[config.mk]
export PLATFORM = sky130hd
export DESIGN_NAME = osc_band_timer
export DESIGN_NICKNAME = d
export VERILOG_FILES = /design/src/rtl/obt_pkg.sv /design/src/rtl/obt_prescaler.sv /design/src/rtl/obt_interval.sv /design/src/rtl/osc_band_timer.sv
export SDC_FILE = /design/constraint.sdc
export NUM_CORES = 1
export LEC_CHECK = 0
export BUFFER_PORTS_ARGS = -buffer_cell sky130_fd_sc_hd__buf_4
export CORE_ASPECT_RATIO = 0.5
export CORE_UTILIZATION = 45
export DETAILED_ROUTE_END_ITERATION = 12
export PLACE_DENSITY = 0.76
export RECOVER_POWER = 25
export SKIP_LAST_GASP = 1
export SLEW_MARGIN = 20
export SYNTH_ARGS = -nofsm -noshare
export SYNTH_HDL_FRONTEND = slang
export SYNTH_HIERARCHICAL = 1
export SYNTH_SLANG_ARGS = --single-unit
[constraint.sdc]
create_clock -name clk -period 3.9 [get_ports clk]
set_clock_uncertainty 0.2 [all_clocks]
set_input_delay 0.39 -clock clk [delete_from_list [all_inputs] [get_ports clk]]
set_output_delay 0.39 -clock clk [all_outputs]
set_load 0.05 [all_outputs]
[src/rtl/obt_pkg.sv]
package obt_pkg;

    // number of band-select clock periods per selection interval
    localparam int unsigned SEL_PERIODS = 10;

    typedef enum logic {
        ST_IDLE = 1'b0,
        ST_SEL  = 1'b1
    } sel_state_e;

    typedef struct packed {
        logic busy;
        logic done;
    } sel_status_t;

endpackage

[src/rtl/obt_prescaler.sv]
module obt_prescaler #(
    parameter int unsigned DIV_W = 8
) (
    input  logic             clk,
    input  logic             rst,
    input  logic             clear,
    input  logic             enable,
    input  logic             tick,
    input  logic [DIV_W-1:0] ratio,
    output logic             band_tick
);
    logic [DIV_W-1:0] cnt_q;
    logic             wrap;

    assign wrap      = (cnt_q == ratio - 1'b1);
    assign band_tick = enable && tick && wrap && !clear;

    always_ff @(posedge clk) begin
        if (rst || clear) begin
            cnt_q <= '0;
        end else if (enable && tick) begin
            cnt_q <= wrap ? '0 : cnt_q + 1'b1;
        end
    end


    cnt_below_ratio_chk: assert property (@(posedge clk) disable iff (rst)
        (ratio != '0) |-> (cnt_q < ratio));

endmodule

[src/rtl/obt_interval.sv]
module obt_interval
    import obt_pkg::*;
#(
    parameter int unsigned PERIODS = SEL_PERIODS
) (
    input  logic        clk,
    input  logic        rst,
    input  logic        start,
    input  logic        band_tick,
    output sel_status_t status
);
    localparam int unsigned CNT_W = (PERIODS > 1) ? $clog2(PERIODS) : 1;
    localparam logic [CNT_W-1:0] LAST = CNT_W'(PERIODS - 1);

    sel_state_e       state_q;
    logic [CNT_W-1:0] cyc_q;
    logic             done_q;

    always_ff @(posedge clk) begin
        if (rst) begin
            state_q <= ST_SEL;
            cyc_q   <= '0;
            done_q  <= 1'b0;
        end else begin
            done_q <= 1'b0;
            if (start) begin
                state_q <= ST_SEL;
                cyc_q   <= '0;
            end else if (state_q == ST_SEL && band_tick) begin
                if (cyc_q == LAST) begin
                    state_q <= ST_IDLE;
                    cyc_q   <= '0;
                    done_q  <= 1'b1;
                end else begin
                    cyc_q <= cyc_q + 1'b1;
                end
            end
        end
    end

    assign status.busy = (state_q == ST_SEL);
    assign status.done = done_q;


    cyc_in_range_chk: assert property (@(posedge clk) disable iff (rst)
        cyc_q <= LAST);


    idle_cnt_zero_chk: assert property (@(posedge clk) disable iff (rst)
        (state_q == ST_IDLE) |-> (cyc_q == '0));

endmodule

[src/rtl/osc_band_timer.sv]
module osc_band_timer
    import obt_pkg::*;
#(
    parameter int unsigned DIV_W   = 8,
    parameter int unsigned PERIODS = SEL_PERIODS
) (
    input  logic             clk,
    input  logic             rst,
    input  logic             ref_tick,
    input  logic             r0_write,
    input  logic [DIV_W-1:0] div_ratio,
    output logic             busy,
    output logic             tune_hold,
    output logic             done
);
    logic [DIV_W-1:0] ratio_q;
    logic [DIV_W-1:0] ratio_eff;
    logic             band_tick;
    sel_status_t      status;

    assign ratio_eff = (div_ratio == '0) ? DIV_W'(1) : div_ratio;

    always_ff @(posedge clk) begin
        if (rst || r0_write) begin
            ratio_q <= ratio_eff;
        end
    end

    obt_prescaler #(.DIV_W(DIV_W)) u_pre (
        .clk       (clk),
        .rst       (rst),
        .clear     (r0_write),
        .enable    (status.busy),
        .tick      (ref_tick),
        .ratio     (ratio_q),
        .band_tick (band_tick)
    );

    obt_interval #(.PERIODS(PERIODS)) u_int (
        .clk       (clk),
        .rst       (rst),
        .start     (r0_write),
        .band_tick (band_tick),
        .status    (status)
    );

    assign busy      = status.busy;
    assign tune_hold = status.busy;
    assign done      = status.done;


    done_single_chk: assert property (@(posedge clk) disable iff (rst)
        done |=> !done);


    done_on_fall_chk: assert property (@(posedge clk) disable iff (rst)
        done |-> (!busy && $past(busy)));


    restart_busy_chk: assert property (@(posedge clk) disable iff (rst)
        r0_write |=> (busy && !done));


    idle_stays_chk: assert property (@(posedge clk) disable iff (rst)
        (!busy && !r0_write) |=> (!busy && !done));

endmodule

==> results.md <==
- IO Pins: 15
- Synthesized cell area: 1240 um2
- Lkg Pwr: 0.000507 uW
- Cts bufs inserted: 3
- Grt met1 use: 20.1%
- Gr ovfl total: 0
- Final Hold Fails: 0
- Simple-gate portion of the synthesized area: 25.4%
- DPL Wire Length: 1590 um
- Die height: 39.1 um
- Netlist cell types: 42
- Crit path buf inv count: 2
- Setup bufs post-CTS: 0
- Status: complete, but fails checks
- Critical path peak fanout: 9
- Clock latency at the later pin of the worst-skew pair: 0.26 ns
- CP cell instances: inv_1, ha_1, nand2b_1, o211a_1, o31a_1, a211oi_4, buf_4, nor2b_1, nand3_2, or3_1, a21oi_2
- Non-Filler Instances: 172
- Setup TNS after final layout: 0 ns
- Share of the synthesized area in the top cell type: 22.6%
- Worst slack, placed: 1.01 ns
- Row Count: 13
- Die ar.: 2980 um2
- Commonest cells after routing, fill and taps aside: 14 x dfxtp_1, 12 x xor2_1, 10 x nor4_1
- Mux contribution to synthesized area: 0.807%
- Fin nets: 150
- Final worst slack: 0.952 ns
- Critical Path RT: 3.90 ns
- Power density over the cells: 375 nW/um2
- GP Congestion: 0.820
- Area leader, netlist: dfxtp_1
- Placeable Area: 2600 um2
- Fin. max-slew vios: 0
- Post-synthesis xor/xnor area fraction: 12.0%
- Post_cts resized: 0
- Worst hold path type: in2reg
- Top_reg_cell synth: dfxtp_1
- RSZ-0062 raised after global routing: false
- Dpl cells: 168
- CTS root buf: clkbuf_8
- Worst-Margin Slew: 0.344 ns
- Critical-path top delay cell: edfxtp_1
- VDD IR max: 187 uV
- WL/cell: 12.8 um
- Initial antenna violation count: 0
- Max Buffers Root-to-Sink: 2
- Crit path max-delay family: simple AND/OR/NAND/NOR gates
- Failing checks: DRC
- Complex-gate fraction of the synthesized area: 11.2%
- GRT met2 Usage: 26.6%
- Synth Register Bits: 22
- Drt pass-1 iters: 8
- Post-Syn Instances: 130
- Final Setup Violations: 0
- Fmax: 339 MHz
- Clock-pin slew on the worst setup and hold paths: 0.08 ns
- Via Count: 918
- Critical path data arrival time: 2.95 ns
- Count of flip-flops with a built-in enable after synthesis: 8
- Seq/Total Area, Yosys: 42.0%
- Largest net degree at the start of global routing: 14
- CTS tree: done
- First-pass GRT wire length: 3510 um
- Area contributors post-synth: dfxtp_1 23%, edfxtp_1 19%, xor2_1 8.5%
- Initial DRC Count: 59
- Slowest stage delay, CP: 0.47 ns
- H-tree lvl count: 1
- FFs w/ async S/R, synth: 0%
- # hold bufs at CTS: 0
- Vias/cell: 5.34
- Main combinational cell family by area after synthesis: simple AND/OR/NAND/NOR gates
- Final worst-path cycle share: 75.6%
- Share of post-route cells with drive strength above 1: 15.6%
- Slew headroom: 77.0%
- Starting Density: 47.6%
- Global route hottest layer: met2
- Setup crit start kind: flop
- Grt met3 use: 4.94%
- Remaining DRCs: 2
- Commonest non-fill, non-tap cell in the layout: dfxtp_1
- # diodes: 0
- Crit. End Element: flop
- Synthesis-to-layout area growth: 11.8%
- Remaining antenna violation count after routing: 0
- Die W: 76.2 um
- Port bufs: 14
- Synth Net Count: 144
- Synth Area per Inst: 9.54 um2
- Routed wire length: 2200 um
- MaxCap Viol Count: 0
- Crit Path Class: reg2reg
- Total GRT Usage: 16.0%
- Synth warn: 6
- Minimum clock period: 2.95 ns
- Post-Synth Adder-Cell Area: 2.02%
- Vias in the first global route: 782
- CTS Sinks: 22
[power breakdown]
part	internal, uW	total (uW)	switching, uW	leakage, uW
combinational	22.9	48.1	25.1	0.000277
sequential	247	260	12.9	0.000194
clock	137	211	74.3	0.0000357
total	407	520	112	0.000507
[per-layer routing]
layer	share of wire (%)	vias to the layer above
met5	0	-
met2	44	8
met3	2.3	2
met4	0.41	0
li1	-	468
met1	53	440
[cell usage after synthesis (all sizes together) (3+ instances only)]
cell / count
xor2: 12
nand2b: 6
edfxtp: 8
dfxtp: 14
nand4: 5
a21oi: 5
buf: 7
inv: 4
nor3: 5
nor2b: 3
xnor2: 5
nand3: 3
clkbuf: 7
o21ai: 3
nand2: 6
nor4: 11
nor2: 6
[logic make-up (layout without fill, tap and decap cells)]
kind of cell | count (synthesis) | in the layout
AOI/OAI and AO/OA | 18 | 18
xor gates and xnor gates | 17 | 17
adders and majority gates | 2 | 2
buffers and inverters | 18 | 23
DFF | 22 | 22
muxes | 1 | 1
and+or+nand+nor | 52 | 52
[registers in the layout, indices dropped and copies added (netlist names)]
register,cells
u_int/state_q,1
ratio_q,8
u_int/cyc_q,4
u_int/done_q,1
u_pre/cnt_q,8
[area by class of cell]
class                           instances  area [um2]
Fill cell                             245        1220
Multi-Input combinational cell         90         632
Sequential cell                        22         520
Timing Repair Buffer                   15         101
Tap cell                               37        46.3
Clock buffer                            3        41.3
Clock inverter                          1        30.0
Inverter                                4        15.0
[worst reg2reg max path: cells and delay by family (launching register included)]
| kind | cells | cell delay (ns) |
|---|---|---|
| flip-flops | 1 | 0.47 |
| AND/OR/NAND/NOR | 4 | 0.90 |
| AO/OA/AOI/OAI | 4 | 0.74 |
| adder cells (fa/ha/maj) | 1 | 0.29 |
| buffers and inverters | 2 | 0.28 |
[per-stage QoR]
stage	hold slack [ns]	util, %	power (uW)	area [um2]
2_1_floorplan	0.269	-	298	1240
3_3_place_gp	0.295	51.2	313	1330
3_5_place_dp	0.303	51.2	315	1330
4_1_cts	0.101	53.9	526	1400
5_1_grt	0.118	53.3	540	1390
6_report	0.131	53.3	520	1390
[path summary, 6_finish.rpt]
kind	startpoint	end	slack, ns	depth (start not counted)
min reg2reg	u_int/cyc_q[3]$_SDFFE_PP0N_	u_int/done_q$_SDFF_PP0_	0.32	2
min	div_ratio[7]	ratio_q[7]$_SDFFCE_PN0P_	0.13	1
max	ratio_q[0]$_SDFFCE_PN1P_	u_int/cyc_q[1]$_SDFFE_PP0N_	0.95	11
max reg2reg	ratio_q[0]$_SDFFCE_PN1P_	u_int/cyc_q[1]$_SDFFE_PP0N_	0.95	11
Note: power is estimated with default switching activity, not from simulation.
